## src/rtl/nand_layout_pkg.sv

```systemverilog
package nand_layout_pkg;

    localparam int META_BYTES      = 4;
    localparam int MARK_BYTES      = 6;
    localparam int MARK_SPARE_BASE = 0;
    localparam int META_SPARE_BASE = MARK_BYTES;
    localparam int ECC_SPARE_BASE  = MARK_BYTES + META_BYTES;
    localparam int GF_ORDER        = 15;

    // Physical regions in the order they appear on the flash
    typedef enum logic [2:0] {
        RG_META = 3'd0,
        RG_PKT  = 3'd1,
        RG_ECC  = 3'd2,
        RG_HEAD = 3'd3,
        RG_MARK = 3'd4,
        RG_TAIL = 3'd5,
        RG_LECC = 3'd6
    } region_e;

    typedef struct packed {
        logic write_mode;
        logic skip_data;
        logic skip_spare;
    } xfer_cfg_t;

    function automatic int ecc_bytes_for(input int strength);
        return (strength * GF_ORDER + 7) / 8;
    endfunction

    // Count of whole packets before the one split by the marker
    function automatic int full_packets(input int page, input int pkt, input int ecc);
        int left;
        int k;
        left = page - META_BYTES;
        k = 0;
        while (left > pkt) begin
            left = left - (pkt + ecc);
            k++;
        end
        return k;
    endfunction

    function automatic logic is_data_region(input region_e r);
        return (r == RG_PKT) || (r == RG_HEAD) || (r == RG_TAIL);
    endfunction

endpackage

```

## src/rtl/nand_layout_seq.sv

```systemverilog
module nand_layout_seq
    import nand_layout_pkg::*;
#(
    parameter int PKT_BYTES  = 512,
    parameter int ECC_BYTES  = 15,
    parameter int FULL_PKTS  = 3,
    parameter int HEAD_BYTES = 463,
    parameter int DAW        = 11,
    parameter int SAW        = 7,
    parameter int CW         = 10
) (
    input  logic           clk,
    input  logic           rst,
    input  logic           start,
    input  xfer_cfg_t      cfg_in,
    input  logic           accept,
    output logic           busy,
    output logic           done,
    output region_e        region,
    output logic [CW-1:0]  cnt,
    output logic [DAW-1:0] data_ptr,
    output logic [SAW-1:0] ecc_ptr,
    output xfer_cfg_t      cfg
);

    localparam int TAIL_BYTES = PKT_BYTES - HEAD_BYTES;
    localparam int PCW        = $clog2(FULL_PKTS + 2);
    localparam region_e AFTER_PKTS = (HEAD_BYTES > 0) ? RG_HEAD : RG_MARK;
    localparam region_e AFTER_MARK = (TAIL_BYTES > 0) ? RG_TAIL : RG_LECC;
    localparam region_e AFTER_META = (FULL_PKTS > 0) ? RG_PKT : AFTER_PKTS;

    logic [PCW-1:0] pkt_cnt;
    logic [CW-1:0]  len;
    logic           last;

    always_comb begin
        case (region)
            RG_META:         len = CW'(META_BYTES);
            RG_PKT:          len = CW'(PKT_BYTES);
            RG_ECC, RG_LECC: len = CW'(ECC_BYTES);
            RG_HEAD:         len = CW'(HEAD_BYTES);
            RG_MARK:         len = CW'(MARK_BYTES);
            RG_TAIL:         len = CW'(TAIL_BYTES);
            default:         len = CW'(1);
        endcase
        last = (cnt == len - CW'(1));
    end

    always_ff @(posedge clk) begin
        if (rst) begin
            busy     <= 1'b0;
            done     <= 1'b0;
            region   <= RG_META;
            cnt      <= '0;
            data_ptr <= '0;
            ecc_ptr  <= SAW'(ECC_SPARE_BASE);
            pkt_cnt  <= '0;
            cfg      <= '0;
        end else if (!busy) begin
            if (start) begin
                busy     <= 1'b1;
                done     <= 1'b0;
                region   <= RG_META;
                cnt      <= '0;
                data_ptr <= '0;
                ecc_ptr  <= SAW'(ECC_SPARE_BASE);
                pkt_cnt  <= '0;
                cfg      <= cfg_in;
            end
        end else if (accept) begin
            if (is_data_region(region))
                data_ptr <= data_ptr + 1'b1;
            if (region == RG_ECC || region == RG_LECC)
                ecc_ptr <= ecc_ptr + 1'b1;
            if (!last) begin
                cnt <= cnt + 1'b1;
            end else begin
                cnt <= '0;
                case (region)
                    RG_META: region <= AFTER_META;
                    RG_PKT:  region <= RG_ECC;
                    RG_ECC: begin
                        pkt_cnt <= pkt_cnt + 1'b1;
                        region  <= (pkt_cnt == PCW'(FULL_PKTS - 1)) ? AFTER_PKTS : RG_PKT;
                    end
                    RG_HEAD: region <= RG_MARK;
                    RG_MARK: region <= AFTER_MARK;
                    RG_TAIL: region <= RG_LECC;
                    default: begin
                        region <= RG_META;
                        busy   <= 1'b0;
                        done   <= 1'b1;
                    end
                endcase
            end
        end
    end

endmodule

```

## src/rtl/nand_layout_route.sv

```systemverilog
module nand_layout_route
    import nand_layout_pkg::*;
#(
    parameter int DAW = 11,
    parameter int SAW = 7,
    parameter int CW  = 10
) (
    input  logic           busy,
    input  region_e        region,
    input  logic [CW-1:0]  cnt,
    input  logic [DAW-1:0] data_ptr,
    input  logic [SAW-1:0] ecc_ptr,
    input  xfer_cfg_t      cfg,
    input  logic           rd_valid,
    input  logic [7:0]     rd_data,
    output logic           rd_ready,
    output logic           wr_valid,
    output logic [7:0]     wr_data,
    input  logic           wr_ready,
    output logic [DAW-1:0] data_addr,
    output logic           data_we,
    output logic [7:0]     data_wdata,
    input  logic [7:0]     data_rdata,
    output logic [SAW-1:0] spare_addr,
    output logic           spare_we,
    output logic [7:0]     spare_wdata,
    input  logic [7:0]     spare_rdata,
    output logic           accept
);

    logic to_data;
    logic rd_take;

    always_comb begin
        to_data  = is_data_region(region);
        rd_ready = busy & ~cfg.write_mode;
        wr_valid = busy & cfg.write_mode;
        rd_take  = rd_ready & rd_valid;
        accept   = rd_take | (wr_valid & wr_ready);

        data_addr = data_ptr;
        case (region)
            RG_MARK: spare_addr = SAW'(MARK_SPARE_BASE) + SAW'(cnt);
            RG_META: spare_addr = SAW'(META_SPARE_BASE) + SAW'(cnt);
            default: spare_addr = ecc_ptr;
        endcase

        data_we     = rd_take & to_data & ~cfg.skip_data;
        spare_we    = rd_take & ~to_data & ~cfg.skip_spare;
        data_wdata  = rd_data;
        spare_wdata = rd_data;

        if (to_data)
            wr_data = cfg.skip_data ? 8'hFF : data_rdata;
        else
            wr_data = cfg.skip_spare ? 8'hFF : spare_rdata;
    end

endmodule

```

## src/rtl/nand_page_router.sv

```systemverilog
module nand_page_router
    import nand_layout_pkg::*;
#(
    parameter int PAGE_BYTES   = 2048,
    parameter int PKT_BYTES    = 512,
    parameter int ECC_STRENGTH = 8,
    localparam int ECC_BYTES   = ecc_bytes_for(ECC_STRENGTH),
    localparam int FULL_PKTS   = full_packets(PAGE_BYTES, PKT_BYTES, ECC_BYTES),
    localparam int HEAD_BYTES  = PAGE_BYTES - META_BYTES - FULL_PKTS * (PKT_BYTES + ECC_BYTES),
    localparam int STEPS       = FULL_PKTS + 1,
    localparam int SPARE_BYTES = ECC_SPARE_BASE + STEPS * ECC_BYTES,
    localparam int DAW         = $clog2(PAGE_BYTES),
    localparam int SAW         = $clog2(SPARE_BYTES),
    localparam int CW          = $clog2(PKT_BYTES + 1)
) (
    input  logic           clk,
    input  logic           rst,
    input  logic           start,
    input  logic           write_mode,
    input  logic           skip_data,
    input  logic           skip_spare,
    output logic           busy,
    output logic           done,
    input  logic           rd_valid,
    input  logic [7:0]     rd_data,
    output logic           rd_ready,
    output logic           wr_valid,
    output logic [7:0]     wr_data,
    input  logic           wr_ready,
    output logic [DAW-1:0] data_addr,
    output logic           data_we,
    output logic [7:0]     data_wdata,
    input  logic [7:0]     data_rdata,
    output logic [SAW-1:0] spare_addr,
    output logic           spare_we,
    output logic [7:0]     spare_wdata,
    input  logic [7:0]     spare_rdata
);

    region_e        region;
    logic [CW-1:0]  cnt;
    logic [DAW-1:0] data_ptr;
    logic [SAW-1:0] ecc_ptr;
    xfer_cfg_t      cfg;
    xfer_cfg_t      cfg_in;
    logic           accept;

    assign cfg_in = '{write_mode: write_mode, skip_data: skip_data, skip_spare: skip_spare};

    nand_layout_seq #(
        .PKT_BYTES (PKT_BYTES),
        .ECC_BYTES (ECC_BYTES),
        .FULL_PKTS (FULL_PKTS),
        .HEAD_BYTES(HEAD_BYTES),
        .DAW       (DAW),
        .SAW       (SAW),
        .CW        (CW)
    ) u_seq (
        .clk     (clk),
        .rst     (rst),
        .start   (start),
        .cfg_in  (cfg_in),
        .accept  (accept),
        .busy    (busy),
        .done    (done),
        .region  (region),
        .cnt     (cnt),
        .data_ptr(data_ptr),
        .ecc_ptr (ecc_ptr),
        .cfg     (cfg)
    );

    nand_layout_route #(
        .DAW(DAW),
        .SAW(SAW),
        .CW (CW)
    ) u_route (
        .busy       (busy),
        .region     (region),
        .cnt        (cnt),
        .data_ptr   (data_ptr),
        .ecc_ptr    (ecc_ptr),
        .cfg        (cfg),
        .rd_valid   (rd_valid),
        .rd_data    (rd_data),
        .rd_ready   (rd_ready),
        .wr_valid   (wr_valid),
        .wr_data    (wr_data),
        .wr_ready   (wr_ready),
        .data_addr  (data_addr),
        .data_we    (data_we),
        .data_wdata (data_wdata),
        .data_rdata (data_rdata),
        .spare_addr (spare_addr),
        .spare_we   (spare_we),
        .spare_wdata(spare_wdata),
        .spare_rdata(spare_rdata),
        .accept     (accept)
    );

endmodule

```

## config.mk

```make
export PLATFORM = sky130hd
export DESIGN_NAME = nand_page_router
export DESIGN_NICKNAME = d
export VERILOG_FILES = /design/src/rtl/nand_layout_pkg.sv /design/src/rtl/nand_layout_seq.sv /design/src/rtl/nand_layout_route.sv /design/src/rtl/nand_page_router.sv
export SDC_FILE = /design/constraint.sdc
export NUM_CORES = 1
export LEC_CHECK = 0
export ABC_AREA = 1
export BUFFER_PORTS_ARGS = -buffer_cell sky130_fd_sc_hd__buf_2
export CAP_MARGIN = 10
export CORE_ASPECT_RATIO = 1.75
export CORE_MARGIN = 2
export CORE_UTILIZATION = 50
export CTS_BUF_LIST = sky130_fd_sc_hd__clkbuf_16
export DETAILED_ROUTE_END_ITERATION = 6
export MAX_ROUTING_LAYER = met4
export PLACE_DENSITY = 0.87
export SYNTH_ARGS = -nofsm -noshare
export SYNTH_HDL_FRONTEND = slang
export SYNTH_SLANG_ARGS = --single-unit
```

## constraint.sdc

```tcl
create_clock -name clk -period 1.8 [get_ports clk]
set_clock_uncertainty 0.1 [all_clocks]
set_input_delay 0 -clock clk [delete_from_list [all_inputs] [get_ports clk]]
set_output_delay 0 -clock clk [all_outputs]
set_load 0.05 [all_outputs]
```

=== Yosys cells after proc, flatten, opt, wreduce, memory -nomap -nowiden ===
Cells that the tools add are included.

* Register bits after elaboration: 39
* Bits of input ports: 32
* Output and inout bits: 48
* Word-level logic and storage cells: 95

* $add $sub $neg: 6
* Equal/unequal tests: 14
* Multiplexer cells: 37
* Bitwise operators: 14
* Reductions and logical operators: 14

{| class="wikitable"
|+ Operators with widths
! kind !! count
|-
| case mux 10 bit (6 select lines) || 1
|-
| two-way mux 11 bit || 4
|-
| two-way mux 10 bit || 4
|-
| two-way mux 7 bit || 4
|-
| two-way mux 3 bit || 8
|-
| two-way mux 8 bit || 3
|-
| case mux 3 bit (6 select lines) || 1
|-
| case mux 7 bit (2 select lines) || 1
|-
| adder 11 x 1 -> 11 bit (second input constant) || 1
|-
| adder 10 x 1 -> 10 bit (second input constant) || 1
|-
| equality test 10 bit || 1
|-
| two-way mux 1 bit || 10
|-
| inequality test 2 bit (second input constant) || 5
|-
| subtractor 10 x 1 -> 10 bit (second input constant) || 1
|-
| equality test 3 x 2 -> 1 bit (second input constant) || 3
|-
| equality test 3 bit (second input constant) || 3
|-
| AND reduction 3 bit || 3
|-
| AND 1 bit || 8
|-
| AND reduction 4 bit || 2
|-
| adder 3 x 7 -> 7 bit (first input constant) || 1
|-
| adder 7 x 1 -> 7 bit (second input constant) || 1
|-
| OR reduction 6 bit || 1
|-
| NOT 1 bit || 5
|-
| AND reduction 2 bit || 2
|-
| 9 further kinds || 11
|}

=== Longest topological paths before layout ===
Gate-level depths: netlist (run 1).

* Word-level depth: 8
* Depth in mapped cells: 13
* Mapped depth without buffers: 12

=== Modules after synthesis ===
A second synthesis (run 1) with hierarchy kept.

* Cells, all modules: 402
* Area, all modules: 2696.3 µm²

{| class="wikitable"
|+ By module, submodules not included
! module !! times used !! cells each !! area each (µm²) !! seq. area each (µm²)
|-
| nand_layout_seq || 1 || 291 || 2104.5 || 780.7
|-
| nand_layout_route || 1 || 111 || 591.8 || 0.0
|}

=== Worst setup path before layout (run 1) ===
Ideal clock, no wire load.

* Path kind: flip-flop to output port
* Start point: register u_seq.cnt[2]
* End point: output spare_addr[4]
* Arrival time: 2077 ps
* Data required time: 1700 ps
* Slack: -377 ps
* Cell stages (with the launch flop): 5
* Cells stage by stage: dfxtp_1 > inv_1 > a211oi_1 > xor2_1 > o21ai_0

* Cells in the longest elaborated chain, start to end: 2

{| class="wikitable"
|+ RTL lines
! element !! RTL line !! text
|-
| start: declaration || nand_layout_seq.sv:20 || <nowiki>output logic [CW-1:0] cnt,</nowiki>
|-
| start signal: assignment || nand_layout_seq.sv:76 || <nowiki>cnt <= cnt + 1'b1;</nowiki>
|-
| adder 3 x 7 -> 7 bit || nand_layout_route.sv:44 || <nowiki>RG_META: spare_addr = SAW'(META_SPARE_BASE) + SAW'(cnt);</nowiki>
|-
| case mux 7 bit (2 select lines) || nand_layout_route.sv:42 || <nowiki>case (region)</nowiki>
|-
| end: declaration || nand_page_router.sv:34 || <nowiki>output logic [SAW-1:0] spare_addr,</nowiki>
|}

Every way passes these cells.

=== Worst setup path in the final report (run 1) ===
* Start point: register u_seq.region[2]
* End point: output wr_data[6]

* Cells in the longest elaborated chain, start to end: 4
* Elaborated cells between the ends (all ways): 6
* Those cells by class: eq/ne (3); mux (1); reduce/logical (2)

{| class="wikitable"
|+ RTL lines
! element !! RTL line !! text
|-
| start: declaration || nand_layout_seq.sv:19 || <nowiki>output region_e region,</nowiki>
|-
| start signal: assignment || nand_layout_seq.sv:84 || <nowiki>region <= (pkt_cnt == PCW'(FULL_PKTS - 1)) ? AFTER_PKTS : RG_PKT;</nowiki>
|-
| equality test 3 x 1 -> 1 bit or equality test 3 x 2 -> 1 bit (tied branches) || nand_layout_pkg.sv:45 || <nowiki>return (r == RG_PKT) || (r == RG_HEAD) || (r == RG_TAIL);</nowiki>
|-
| logical OR 1 bit || nand_layout_pkg.sv:45 ||
|-
| logical OR 1 bit * || nand_layout_pkg.sv:45 ||
|-
| two-way mux 8 bit * || nand_layout_route.sv:53 || <nowiki>if (to_data)</nowiki>
|-
| end: declaration || nand_page_router.sv:28 || <nowiki>output logic [7:0] wr_data,</nowiki>
|}

Every way passes the cells marked *; elsewhere a longest branch is shown, timed or not.

==> impl_metrics.env, run 1 <==
export IMPL_hold_viol=0
export IMPL_synth_avg_cell_area_um2=6.87
export IMPL_antenna_found_initial=0
export IMPL_clock_sinks=39
export IMPL_grt_overflow_total=0
export IMPL_cp_required_ns=1.70
export IMPL_synth_seq_cells=39
export IMPL_clockPowerShare=0.453
export IMPL_tightest_slew_ns=0.974
export IMPL_cts_tree="built"
export IMPL_areaGrowthSynthToFinish_pct=33.7
export IMPL_layout_drive_gt1_share=0.334
export IMPL_numCtsBuffers=5
export IMPL_chipWidth_um=58.0
export IMPL_max_freq_ghz=0.551
export IMPL_combPwrFrac=0.185
export IMPL_wl_per_cell_um=16.7
export IMPL_die_h_um=98.6
export IMPL_ys_warn_count=0
export IMPL_initial_core_util=0.518
export IMPL_track_usage=0.279
export IMPL_violations="negative setup slack"
export IMPL_place_hpwl_um=5420
export IMPL_antenna_left=0
export IMPL_hold_class="input port to register"
export IMPL_syn_cell_area_mm2=0.00255
export IMPL_clk_path_buf_depth=2
export IMPL_grt_setup_unrepaired="true"
export IMPL_htreeDepth=2
export IMPL_final_nets=487
export IMPL_synth_edf_count=0
export IMPL_insertion_delay_ns=0.29
export IMPL_holdWs_ns=0.0865
export IMPL_dp_worst_setup_slack_ns=-0.0183
export IMPL_synth_nets=411
export IMPL_post_route_drc_count=0
export IMPL_yosys_most_used_dff="dfxtp_1"
export IMPL_final_fill_count=354
export IMPL_maxSlewViolCount=0
export IMPL_ys_async_sr_fraction=0
export IMPL_endpoint_kind="output port"
export IMPL_top_level_ports=80
export IMPL_ys_seq_area_frac=0.306
export IMPL_die_area_mm2=0.00572
export IMPL_switching_share=0.296
export IMPL_clk_pin_slew_worst_paths_ns=0.06
export IMPL_path_max_fanout=5
export IMPL_grt_max_degree=14
export IMPL_grt_pass1_wl_um=12200
export IMPL_core_area_mm2=0.00493
export IMPL_start_kind="register"
export IMPL_via_count=2967
export IMPL_viasPerCell=5.90
export IMPL_finalCritPeriodShare=1.01
export IMPL_critPathArrivalTime_ns=1.72
export IMPL_drt_iter0_markers=106
export IMPL_firstDrtPassIters=4
export IMPL_switching_power_uw=734
export IMPL_slew_headroom=0.349
export IMPL_syn_inst=372
export IMPL_setup_viol=3
export IMPL_synth_cell_types=39
export IMPL_ir_drop_uv=865
export IMPL_p_seq_frac=0.361
export IMPL_root_buffer="clkbuf_16"
export IMPL_n_antenna_cell=0
export IMPL_port_buffers=55
export IMPL_post_route_util=0.692
export IMPL_drt_wl_total_um=8420
export IMPL_rows=34
export IMPL_fin_crit_ns=1.82
export IMPL_outcome="finished with violations"
export IMPL_grt_pass1_vias=2772
export IMPL_fin_ws_ns=-0.0155
export IMPL_p_int_uw=1750
export IMPL_power_density_mw_per_mm2=726
export IMPL_path_class="register to output port"
export IMPL_power_leakage_uw=0.00154
export IMPL_drv_cap=0
export IMPL_gp_congestion=0.941
placed cells by master, fill, tap and decap left out, types with 6 or more instances in the layout:
master	n
o21ai_0	18
nand2_1	70
buf_6	6
inv_2	10
dfxtp_1	32
ha_1	6
o22a_1	8
nor3_1	12
buf_4	24
nor2_2	7
inv_1	34
a21oi_1	27
nand4_1	8
nand2_2	10
nand3_1	15
buf_2	44
clkbuf_16	6
nor2_1	33
dlygate4sd3_1	13
per-stage QoR:
step / setup TNS (ns) / std cells / total power, uW / area (um2)
4_1_cts: 0 / 501 / 2440 / 3280
3_5_place_dp: -0.0183 / 477 / 1230 / 2890
5_1_grt: -0.460 / 503 / 2530 / 3420
3_3_place_gp: 0 / 477 / 1230 / 2890
2_1_floorplan: -0.00398 / 372 / 1230 / 2560
6_report: -0.0282 / 503 / 2480 / 3420
path summary, 6_finish.rpt:
path | startpoint | endpoint | slack, ns | cells after the start
worst max-delay path | u_seq.region[2]$_SDFFE_PP0P_ | wr_data[6] | -0.02 | 8
worst min-delay path | wr_ready | u_seq.cnt[1]$_SDFFE_PP0P_ | 0.09 | 5
worst max register to register | u_seq.region[0]$_SDFFE_PP0P_ | u_seq.region[0]$_SDFFE_PP0P_ | 0.05 | 11
worst min register to register | u_seq.done$_SDFFE_PP0P_ | u_seq.done$_SDFFE_PP0P_ | 0.40 | 2
sequential cells by signal, indices dropped and copies added, names as in the netlist:
name and count:
u_seq.busy 1, u_seq.cfg 3, u_seq.cnt 10, u_seq.data_ptr 11, u_seq.done 1, u_seq.ecc_ptr 7, u_seq.pkt_cnt 3, u_seq.region 3
per-layer routing:
| layer | share of wire | track usage | wire [um] |
|---|---|---|---|
| met4 | 0.057 | 0.143 | 476 |
| met2 | 0.56 | 0.515 | 4680 |
| met1 | 0.33 | 0.270 | 2790 |
| met3 | 0.055 | 0.0381 | 466 |
| met5 | 0 | - | 0 |
synthesized netlist by cell type (2+ instances only):
master    instances  share of area
nand2_1          74           0.11
dfxtp_1          39           0.31
nor2_1           38          0.056
inv_1            36          0.053
a21oi_1          29          0.057
o21ai_0          21          0.041
buf_4            19          0.056
nand3_1          16          0.031
nor3_1           16          0.031
nand2_2           9          0.022
nand4_1           8          0.020
o22a_1            8          0.027
ha_1              7          0.034
inv_2             7          0.010
xor2_1            5          0.017
nor2_2            4         0.0098
nor2_4            3          0.013
nor3_2            3          0.012
o21ai_1           3         0.0059
and3_1            2         0.0049
clkinv_1          2         0.0029
nand2_4           2         0.0088
nand3_2           2         0.0078
nand3b_1          2         0.0059
nor4_1            2         0.0049
xnor2_1           2         0.0069
cell families (layout without fill, tap and decap cells):
kind of cell,Yosys count,after routing,share of synthesized area
adders and majority gates,7,7,0.0343
buffers and inverters,67,144,0.130
xor gates and xnor gates,7,7,0.0240
DFF,39,39,0.306
and+or+nand+nor,184,184,0.354
AOI/OAI and AO/OA,68,68,0.153
power groups by stage:
stage / sequential, uW / clock [uW] / combinational [uW]
after CTS: 896 / 1120 / 421
after global routing: 897 / 1150 / 479
final: 896 / 1130 / 460
after detailed placement: 915 / 0 / 318
after floorplan: 920 / 0 / 309
after global placement: 915 / 0 / 313
what timing repair did:
action                                  in CTS  in global routing
hold buffers                                13                  0
endpoints found under the hold margin       28                  0
gates resized for setup                     21                 43
buffers inserted                             1                  2
pin swaps                                    1                  5
endpoints found under the setup margin      18                 38
cloned                                       2                  0
critical path, cell delays in order, from the launching register on:
cell	delay (ns)
dfxtp_4	0.37
inv_2	0.07
o21ai_2	0.13
buf_4	0.15
inv_1	0.09
nor2_4	0.18
inv_4	0.06
o22a_1	0.17
buf_4	0.19
cell type report:
cell class / count / area (um2) / area share
repair buffers: 89 / 626 / 0.183
well taps: 54 / 67.6 / 0.0198
clock inverters: 2 / 37.5 / 0.0110
inverters: 45 / 173 / 0.0505
clock buffers: 6 / 150 / 0.0439
multi-input cells: 266 / 1550 / 0.455
repair inverters: 2 / 10.0 / 0.00293
flip-flops and latches: 39 / 800 / 0.234
Power figures use the tool's default switching activity.
==> run 2: changes to the inputs <==
--- a/config.mk
+++ b/config.mk
@@ -15,6 +15,7 @@
 export DETAILED_ROUTE_END_ITERATION = 6
 export MAX_ROUTING_LAYER = met4
 export PLACE_DENSITY = 0.87
+export SKIP_LAST_GASP = 1
 export SYNTH_ARGS = -nofsm -noshare
 export SYNTH_HDL_FRONTEND = slang
 export SYNTH_SLANG_ARGS = --single-unit
==> run 2 against run 1 <==
- the flow now finishes without violations
- hold slack worse by 0.015 ns
- sequential power about the same
- sequential share of layout area up 0.18 points
- highest routed layer unchanged
==> impl_metrics.env, run 2 (same netlist as run 1, synthesis figures left out) <==
export IMPL_outcome="finished, final reports clean"
export IMPL_max_freq_ghz=0.563
export IMPL_min_path_cells=5
export IMPL_r2r_slack_ns=0.04
export IMPL_grt_pass1_vias=2772
export IMPL_die_area_mm2=0.00572
export IMPL_initial_core_util=0.518
export IMPL_final_cell_mix="70 x nand2_1, 44 x buf_2, 34 x inv_1"
export IMPL_post_route_drc_count=0
export IMPL_clk_pin_slew_worst_paths_ns=0.06
export IMPL_chipWidth_um=58.0
export IMPL_clock_sinks=39
export IMPL_tightest_slew_ns=0.974
export IMPL_global_route_peak_usage_layer="met2"
export IMPL_grt_overflow_total=0
export IMPL_r2r_start="u_seq.region[1]$_SDFFE_PP0P_"
export IMPL_critPathArrivalTime_ns=1.68
export IMPL_rows=34
export IMPL_ir_drop_uv=873
export IMPL_maxSlewViolCount=0
export IMPL_track_usage=0.279
export IMPL_via_count=2868
export IMPL_final_nets=487
export IMPL_final_fill_count=354
export IMPL_total_power_uw=2470
export IMPL_core_area_mm2=0.00493
export IMPL_antenna_found_initial=0
export IMPL_clk_path_buf_depth=2
export IMPL_wl_per_cell_um=15.7
export IMPL_hold_viol=0
export IMPL_reg_top3="u_seq.data_ptr x11, u_seq.cnt x10, u_seq.ecc_ptr x7"
export IMPL_largest_register="u_seq.data_ptr"
export IMPL_die_h_um=98.6
export IMPL_layout_drive_gt1_share=0.332
export IMPL_largest_register_ffs=11
export IMPL_tns_ns=0
export IMPL_htreeDepth=2
export IMPL_numCtsBuffers=5
export IMPL_grt_pass1_wl_um=12200
export IMPL_slew_headroom=0.349
export IMPL_drt_iter0_markers=93
export IMPL_areaGrowthSynthToFinish_pct=32.7
export IMPL_gp_congestion=0.941
export IMPL_path_class="register to output port"
export IMPL_grt_setup_unrepaired="true"
export IMPL_power_leakage_uw=0.00151
export IMPL_endpoint_kind="output port"
export IMPL_drv_cap=0
export IMPL_firstDrtPassIters=5
export IMPL_grt_use_met2=0.515
export IMPL_place_hpwl_um=5420
export IMPL_viasPerCell=5.70
export IMPL_gr_usage_met1=0.270
export IMPL_start_kind="register"
export IMPL_antenna_left=0
export IMPL_root_buffer="clkbuf_16"
export IMPL_regToRegEndpoint="u_seq.pkt_cnt[0]$_SDFFE_PP0P_"
export IMPL_insertion_delay_ns=0.29
export IMPL_gr_usage_met3=0.0381
export IMPL_cts_tree="built"
export IMPL_hold_class="input port to register"
export IMPL_power_density_mw_per_mm2=729
export IMPL_min_from="rd_valid"
export IMPL_layout_commonest_cell="nand2_1"
export IMPL_grt_max_degree=14
export IMPL_fin_crit_ns=1.78
export IMPL_setup_viol=0
export IMPL_finalCritPeriodShare=0.987
export IMPL_hold_end="u_seq.region[1]$_SDFFE_PP0P_"
export IMPL_drt_wl_total_um=7880
export IMPL_top_level_ports=80
export IMPL_n_antenna_cell=0
export IMPL_path_max_fanout=8
export IMPL_cp_required_ns=1.70
export IMPL_r2r_cells=11
export IMPL_port_buffers=55
[run 2: cell counts in the layout (fill, tap and decap cells not counted)]
No cell type changed its count.
[run 2: area by class of cell]
type	count	area [um2]	area share
multi-input combinational	266	1540	0.455
timing repair inverter	2	10.0	0.00295
clock buffer	6	150	0.0443
sequential	39	800	0.236
inverter	45	173	0.0509
tap	54	67.6	0.0199
timing repair buffer	89	611	0.180
clock inverter	2	37.5	0.0111
[run 2: per-stage QoR]
stage / std cells / worst slack [ns] / cell area, um2 / utilization / hold WS (ns)
floorplan: 372 / -0.00398 / 2560 / - / 0.0422
CTS: 501 / 0.00532 / 3280 / 0.665 / 0.0694
global route: 503 / -0.0804 / 3390 / 0.687 / 0.0939
global placement: 477 / 0.0364 / 2890 / 0.586 / -0.0995
detailed placement: 477 / -0.0183 / 2890 / 0.586 / -0.0995
finish: 503 / 0.0232 / 3390 / 0.687 / 0.0713
[run 2: timing repair]
action                     in CTS  in global routing
pin swaps                       1                  4
hold buffers                   13                  0
hold endpoints to repair       28                  0
gates resized for setup        21                 37
setup endpoints to repair      18                 38
buffers inserted                1                  2
gates cloned                    2                  0
[run 2: per-layer routing]
layer  vias to the layer above  wire length [um]
li1                       1365                 -
met4                         0               316
met5                         -                 0
met3                        31               428
met2                       124              4400
met1                      1348              2730
[run 2: power by group]
part / switching (uW) / total, uW / internal (uW)
combinational: 312 / 443 / 131
clock: 393 / 1130 / 739
sequential: 23.4 / 896 / 873
[run 2: worst max-delay path by stage]
stage / start / endpoint / slack (ns) / cells after the start
6_report: u_seq.region[1]$_SDFFE_PP0P_ / spare_addr[2] / 0.02 / 8
5_1_grt: u_seq.region[0]$_SDFFE_PP0P_ / u_seq.pkt_cnt[0]$_SDFFE_PP0P_ / -0.08 / 11
4_1_cts: u_seq.region[0]$_SDFFE_PP0P_ / u_seq.cnt[8]$_SDFFE_PP0P_ / 0.005 / 11
3_5_place_dp: u_seq.busy$_SDFF_PP0_ / u_seq.cnt[9]$_SDFFE_PP0P_ / -0.02 / 9
3_3_place_gp: u_seq.busy$_SDFF_PP0_ / u_seq.cnt[9]$_SDFFE_PP0P_ / 0.04 / 9
2_1_floorplan: u_seq.cnt[2]$_SDFFE_PP0P_ / spare_addr[4] / -0.004 / 4
[run 2: worst max-delay path, stage by stage (launching register included)]
cell,delay [ns]
dfxtp_2,0.33
buf_4,0.14
nor2_4,0.13
inv_2,0.05
buf_4,0.16
nor2_1,0.14
nand2_1,0.07
o221ai_1,0.11
buf_4,0.26
